`config.mk`:
```
export PLATFORM = sky130hd
export DESIGN_NAME = lcd_phase_drv
export DESIGN_NICKNAME = d
export VERILOG_FILES = /design/src/rtl/lcd_phase_pkg.sv /design/src/rtl/lcd_prescaler.sv /design/src/rtl/lcd_ext_edge.sv /design/src/rtl/lcd_bp_toggle.sv /design/src/rtl/lcd_seg_phase.sv /design/src/rtl/lcd_phase_drv.sv
export SDC_FILE = /design/constraint.sdc
export NUM_CORES = 1
export LEC_CHECK = 0
export BUFFER_PORTS_ARGS = -buffer_cell sky130_fd_sc_hd__buf_2
export CAP_MARGIN = 5
export CORE_MARGIN = 4
export CORE_UTILIZATION = 40
export CTS_CLUSTER_DIAMETER = 150
export CTS_CLUSTER_SIZE = 14
export DETAILED_ROUTE_END_ITERATION = 7
export PLACE_DENSITY_LB_ADDON = 0.12
export RECOVER_POWER = 50
export SYNTH_ARGS = -nofsm -noshare
export SYNTH_HDL_FRONTEND = slang
export SYNTH_SLANG_ARGS = --single-unit
```
`constraint.sdc`:
```
create_clock -name clk -period 5.8 [get_ports clk]
set_clock_uncertainty 0.2 [all_clocks]
set_input_delay 1.74 -clock clk [delete_from_list [all_inputs] [get_ports clk]]
set_output_delay 1.74 -clock clk [all_outputs]
set_load 0.02 [all_outputs]
```
`src/rtl/lcd_phase_pkg.sv`:
```
package lcd_phase_pkg;

   typedef enum logic {
      SRC_INTERNAL = 1'b0,
      SRC_EXTERNAL = 1'b1
   } bp_src_e;

   // Number of clock edges from a sampled external rising edge to the backplane toggle
   function automatic int ext_latency(input int stages);
      return stages + 1;
   endfunction

endpackage

```
`src/rtl/lcd_prescaler.sv`:
```
module lcd_prescaler #(
   parameter int DIV_W = 16
) (
   input  logic             clk,
   input  logic             rst_n,
   input  logic             stop,
   input  logic [DIV_W-1:0] limit,
   output logic             tick
);

   localparam logic [DIV_W-1:0] CNT_ZERO = '0;
   localparam logic [DIV_W-1:0] CNT_ONE  = DIV_W'(1);

   logic [DIV_W-1:0] cnt;
   logic             wrap;

   assign wrap = (cnt >= limit);
   assign tick = !stop && wrap;

   always_ff @(posedge clk or negedge rst_n) begin
      if (!rst_n) begin
         cnt <= CNT_ZERO;
      end else if (stop || wrap) begin
         cnt <= CNT_ZERO;
      end else begin
         cnt <= cnt + CNT_ONE;
      end
   end

   // divider is frozen at zero while the external source is in use
   a_r6_hold_zero: assert property (@(posedge clk) disable iff (!rst_n)
      stop |=> (cnt == CNT_ZERO))
      else $error("prescaler not held while stopped");

   // a phase end restarts the count
   a_r2_wrap_restart: assert property (@(posedge clk) disable iff (!rst_n)
      tick |=> (cnt == CNT_ZERO))
      else $error("prescaler did not restart after tick");

endmodule

```
`src/rtl/lcd_ext_edge.sv`:
```
module lcd_ext_edge #(
   parameter int SYNC_STAGES    = 2,
   parameter bit EXT_BOTH_EDGES = 1'b0
) (
   input  logic clk,
   input  logic rst_n,
   input  logic ext_in,
   output logic tick
);

   localparam int LAST = SYNC_STAGES - 1;

   logic [SYNC_STAGES-1:0] sync_q;
   logic                   prev_q;

   generate
      for (genvar g = 0; g < SYNC_STAGES; g++) begin : g_sync
         if (g == 0) begin : g_first
            always_ff @(posedge clk or negedge rst_n) begin
               if (!rst_n) sync_q[g] <= 1'b0;
               else        sync_q[g] <= ext_in;
            end
         end else begin : g_chain
            always_ff @(posedge clk or negedge rst_n) begin
               if (!rst_n) sync_q[g] <= 1'b0;
               else        sync_q[g] <= sync_q[g-1];
            end
         end
      end
   endgenerate

   always_ff @(posedge clk or negedge rst_n) begin
      if (!rst_n) prev_q <= 1'b0;
      else        prev_q <= sync_q[LAST];
   end

   generate
      if (EXT_BOTH_EDGES) begin : g_both
         assign tick = sync_q[LAST] ^ prev_q;
      end else begin : g_rise
         assign tick = sync_q[LAST] & ~prev_q;

         // one external rising edge yields exactly one timing pulse
         a_r3_single_pulse: assert property (@(posedge clk) disable iff (!rst_n)
            tick |=> !tick)
            else $error("external edge produced a stretched pulse");
      end
   endgenerate

endmodule

```
`src/rtl/lcd_bp_toggle.sv`:
```
module lcd_bp_toggle (
   input  logic clk,
   input  logic rst_n,
   input  logic tick,
   output logic bp
);

   logic bp_q;

   always_ff @(posedge clk or negedge rst_n) begin
      if (!rst_n)    bp_q <= 1'b0;
      else if (tick) bp_q <= ~bp_q;
   end

   assign bp = bp_q;

   // each timing pulse flips the backplane
   a_r2_toggle_on_tick: assert property (@(posedge clk) disable iff (!rst_n)
      tick |=> (bp_q != $past(bp_q)))
      else $error("backplane missed a toggle");

   // no timing pulse, no backplane movement
   a_r5_hold_no_tick: assert property (@(posedge clk) disable iff (!rst_n)
      !tick |=> $stable(bp_q))
      else $error("backplane moved without a tick");

endmodule

```
`src/rtl/lcd_seg_phase.sv`:
```
module lcd_seg_phase #(
   parameter int NSEG = 32
) (
   input  logic            clk,
   input  logic            rst_n,
   input  logic            load,
   input  logic [NSEG-1:0] word,
   input  logic            bp,
   output logic [NSEG-1:0] seg
);

   logic [NSEG-1:0] lat_q;

   always_ff @(posedge clk or negedge rst_n) begin
      if (!rst_n)    lat_q <= '0;
      else if (load) lat_q <= word;
   end

   generate
      for (genvar i = 0; i < NSEG; i++) begin : g_line
         assign seg[i] = lat_q[i] ^ bp;
      end
   endgenerate

   // segment lines move only together with a backplane transition
   a_r5_seg_with_bp: assert property (@(posedge clk) disable iff (!rst_n)
      !$stable(seg) |-> !$stable(bp))
      else $error("segment changed mid-phase");

endmodule

```
`src/rtl/lcd_phase_drv.sv`:
```
module lcd_phase_drv #(
   parameter int NSEG           = 32,
   parameter int DIV_W          = 16,
   parameter int SYNC_STAGES    = 2,
   parameter bit EXT_BOTH_EDGES = 1'b0
) (
   input  logic             clk,
   input  logic             rst_n,
   input  logic             use_ext,
   input  logic             ext_bp_clk,
   input  logic [DIV_W-1:0] div_sel,
   input  logic [NSEG-1:0]  seg_word,
   output logic             osc_en,
   output logic             bp_out,
   output logic [NSEG-1:0]  seg_out
);

   import lcd_phase_pkg::*;

   generate
      if (NSEG < 1)        begin : g_bad_nseg  $error("NSEG must be at least 1");        end
      if (DIV_W < 1)       begin : g_bad_divw  $error("DIV_W must be at least 1");       end
      if (SYNC_STAGES < 2) begin : g_bad_sync  $error("SYNC_STAGES must be at least 2"); end
   endgenerate

   bp_src_e src;
   logic    int_tick;
   logic    ext_tick;
   logic    phase_tick;
   logic    bp;
   logic    osc_en_q;

   assign src = bp_src_e'(use_ext);

   lcd_prescaler #(
      .DIV_W (DIV_W)
   ) u_presc (
      .clk   (clk),
      .rst_n (rst_n),
      .stop  (src == SRC_EXTERNAL),
      .limit (div_sel),
      .tick  (int_tick)
   );

   lcd_ext_edge #(
      .SYNC_STAGES    (SYNC_STAGES),
      .EXT_BOTH_EDGES (EXT_BOTH_EDGES)
   ) u_ext (
      .clk    (clk),
      .rst_n  (rst_n),
      .ext_in (ext_bp_clk),
      .tick   (ext_tick)
   );

   always_comb begin
      unique case (src)
         SRC_EXTERNAL: phase_tick = ext_tick;
         default:      phase_tick = int_tick;
      endcase
   end

   lcd_bp_toggle u_tff (
      .clk   (clk),
      .rst_n (rst_n),
      .tick  (phase_tick),
      .bp    (bp)
   );

   lcd_seg_phase #(
      .NSEG (NSEG)
   ) u_seg (
      .clk   (clk),
      .rst_n (rst_n),
      .load  (phase_tick),
      .word  (seg_word),
      .bp    (bp),
      .seg   (seg_out)
   );

   always_ff @(posedge clk or negedge rst_n) begin
      if (!rst_n) osc_en_q <= 1'b1;
      else        osc_en_q <= (src == SRC_INTERNAL);
   end

   assign osc_en = osc_en_q;
   assign bp_out = bp;

   // in internal mode the external timing path never reaches the backplane
   a_r7_ext_ignored: assert property (@(posedge clk) disable iff (!rst_n)
      (!use_ext && !int_tick) |=> $stable(bp_out))
      else $error("external clock leaked into internal mode");

endmodule

```
==> run_results.csv <==
group,metric,value,unit
clock_tree,root_buffer,"clkbuf_8",
yosys,syn_area_per_cell,12.1,um^2
yosys,synth-seq-cells,53,
setup_path,cp_data_arrival_time,2.27,ns
yosys,synth_edf_count,0,
floorplan,die_h,93.0,um
clock_tree,clk_path_buf_depth,2,
finish,drive_gt1_share,35.7,%
floorplan,die_area,8650,um^2
setup_path,crit_path_max_incr_delay,1.49,ns
finish,n_antenna_cell,0,
grt,grt-ovfl-total,0,
yosys,ys_types,28,
yosys,synth.most_common_cell,"dfrtp_1",
sta,drv_slew,35,
clock_tree,ctsResizeCount,0,
sta,max_slew_margin,-12.9,%
grt,antenna_found_initial,0,
sta,min_period_over_period,72.6,%
floorplan,die_width,93.0,um
detailed_routing,wl,5470,um
sta,rsz0062_at_grt,"false",
sta,setup_viol,0,
yosys,synth_top_cell_area_share,45.0,%
place,postPlaceCellArea,3380,um^2
yosys,ys_top_cells_by_area,"dfrtp_1, mux2_4, xor2_1, ha_1, nor2_1",
setup_path,slowest_stage,"dfrtp_1",
setup_path,critical_path.top_delay_family,"flip-flops",
setup_path,crit_chain,"xor2_1 > clkbuf_1",
setup_path,critPathRequiredTime,3.86,ns
place,gp_congestion,0.786,
setup_path,startpoint,"u_tff.bp",
clock_tree,clock_latency,0.29,ns
detailed_routing,drc,0,
place,port_buffers,85,
setup_path,crit_path_end_kind,"primary output",
grt,grt_max_degree,54,
power_and_ir_drop,powerDensity,363,nW/um^2
sta,post-route-min-period,4.21,ns
worst_hold_path,min-delay-start,"u_ext.sync_q[0]",
clock_tree,cts_htree_levels,2,
run_status,status,"finished with violations",
yosys,yosysWarnings,0,
setup_path,r2r-start,"u_presc.cnt[11]",
yosys,synth_common_cells,"dfrtp_1, xor2_1, mux2_4",
grt,grt_pass1_wl,9230,um
clock_tree,path_clk_slew,0.09,ns
place,place_hpwl,4020,um
clock_tree,postCtsSetupBuffers,0,
yosys,synthesis.nets,308,
floorplan,initial_core_util,41.8,%
finish,fin_area,3460,um^2
run_status,violations,"capacitance limit, slew limit",
sta,tightest_slew,1.69,ns
clock_tree,clkSinkCount,53,
worst_hold_path,hold_path_class,"reg2reg",
clock_tree,cts_buffers,5,
yosys,synth.cell_area,2890,um^2
grt,grt_pass1_vias,2012,
floorplan,io_pins,86,
setup_path,path_buf_inv,1,
grt,groute.usage.overall,13.2,%
power_and_ir_drop,max-vdd-ir-drop,218,uV
setup_path,crit_path_max_fanout,34,
finish,nNetsFinal,393,
floorplan,rows,30,
detailed_routing,via_count,1895,
yosys,netlist_instances,239,
sta,fmax,238,MHz
finish,final_util,50.1,%
sta,setup_tns,0,ns
yosys,ys.flop_type,"dfrtp_1",
power_and_ir_drop,cellLeakagePower,1.79,nW
yosys,yosys.area.top_type,"dfrtp_1",
detailed_routing,dr.first_iter.drc_count,44,
yosys,async_flop_share,100,%
setup_path,worstSetupStartpointType,"flip-flop",
yosys,seq_area_frac_synth,45.9,%
clock_tree,cts_tree,"yes",
sta,hold_viol_final,0,
floorplan,core,6910,um^2
detailed_routing,wl_per_cell,13.0,um
detailed_routing,first_pass_iters,4,
run,drv_cap,1,
clock_tree,holdBufCountCts,0,
finish,area_growth,19.7,%
detailed_routing,ant_nets,0,
setup_path,criticalPathCategory,"reg2out",
detailed_routing,routed_via_density,4.50,
==> per-layer routing <==
layer	part of all wire, %	GRT usage, %	routed length (um)	vias to the layer above
met2	47	21.5	2590	46
met3	4.7	3.22	255	2
met4	0.58	3.42	32	0
met1	47	17.6	2590	889
li1	-	-	-	958
met5	0	0	0	-
==> through the flow <==
| stage | worst slack [ns] | hold slack, ns | power (mW) | std cells |
|---|---|---|---|---|
| floorplan | 1.77 | 0.131 | 0.868 | 239 |
| detailed placement | 1.35 | 0.148 | 1.06 | 413 |
| CTS | 1.67 | 0.170 | 1.29 | 421 |
| finish | 1.59 | 0.167 | 1.25 | 421 |
| global route | 1.41 | 0.176 | 1.33 | 421 |
| global placement | 1.36 | 0.133 | 1.06 | 413 |
==> power by group <==
group	leakage, nW	internal (mW)	switching [mW]
registers	0.653	0.409	0.0825
clock network	0.0542	0.108	0.112
logic	1.08	0.215	0.328
==> layout make-up <==
| type | instances | area (um^2) |
|---|---|---|
| well taps | 96 | 120 |
| clock inverters | 1 | 5.00 |
| flip-flops and latches | 53 | 1330 |
| multi-input cells | 159 | 1410 |
| clock buffers | 7 | 96.3 |
| repair buffers | 87 | 437 |
| fillers | 693 | 3450 |
| inverters | 18 | 67.6 |
==> path summary, 6_finish.rpt <==
path                                   end  slack, ns  cells past startpoint
setup / recovery                seg_out[6]       1.59                      2
hold / removal             u_ext.sync_q[1]       0.17                      0
setup reg to reg           u_seg.lat_q[16]       2.74                      7
hold reg to reg            u_ext.sync_q[1]       0.17                      0
max in group asynchronous  u_seg.lat_q[16]       3.60                      2
min in group asynchronous  u_seg.lat_q[29]       1.34                      2
==> state kept, by name, indices dropped and copies added (netlist names) <==
| signal | flops |
|---|---|
| osc_en | 1 |
| u_ext.prev_q | 1 |
| u_ext.sync_q | 2 |
| u_presc.cnt | 16 |
| u_seg.lat_q | 32 |
| u_tff.bp | 1 |
==> cell families (layout without fill, tap and decap cells) <==
logic type                 after synthesis  after routing  synth area share (%)
AOI/OAI and AO/OA                       11             11                  2.42
muxes                                   32             32                  16.2
DFF                                     53             53                  45.9
and+or+nand+nor                         52             52                  8.36
adders and majority gates               17             17                  7.36
xor gates and xnor gates                47             47                  14.2
buffers and inverters                   27            113                  5.45
==> placed cells by master (no fill, tap or decap), types with 2 or more instances in the layout <==
cell,count
buf_2,72
dfrtp_1,52
xor2_1,38
mux2_4,29
nor2_1,22
inv_1,18
ha_1,17
clkbuf_1,13
xnor2_1,9
nand3_1,8
clkbuf_8,7
nand4_1,6
nand2_1,6
nor3_1,4
o21ai_0,3
a21oi_1,3
mux2_2,3
nand2b_1,2
and3_1,2
(Power assumes the default switching activity.)
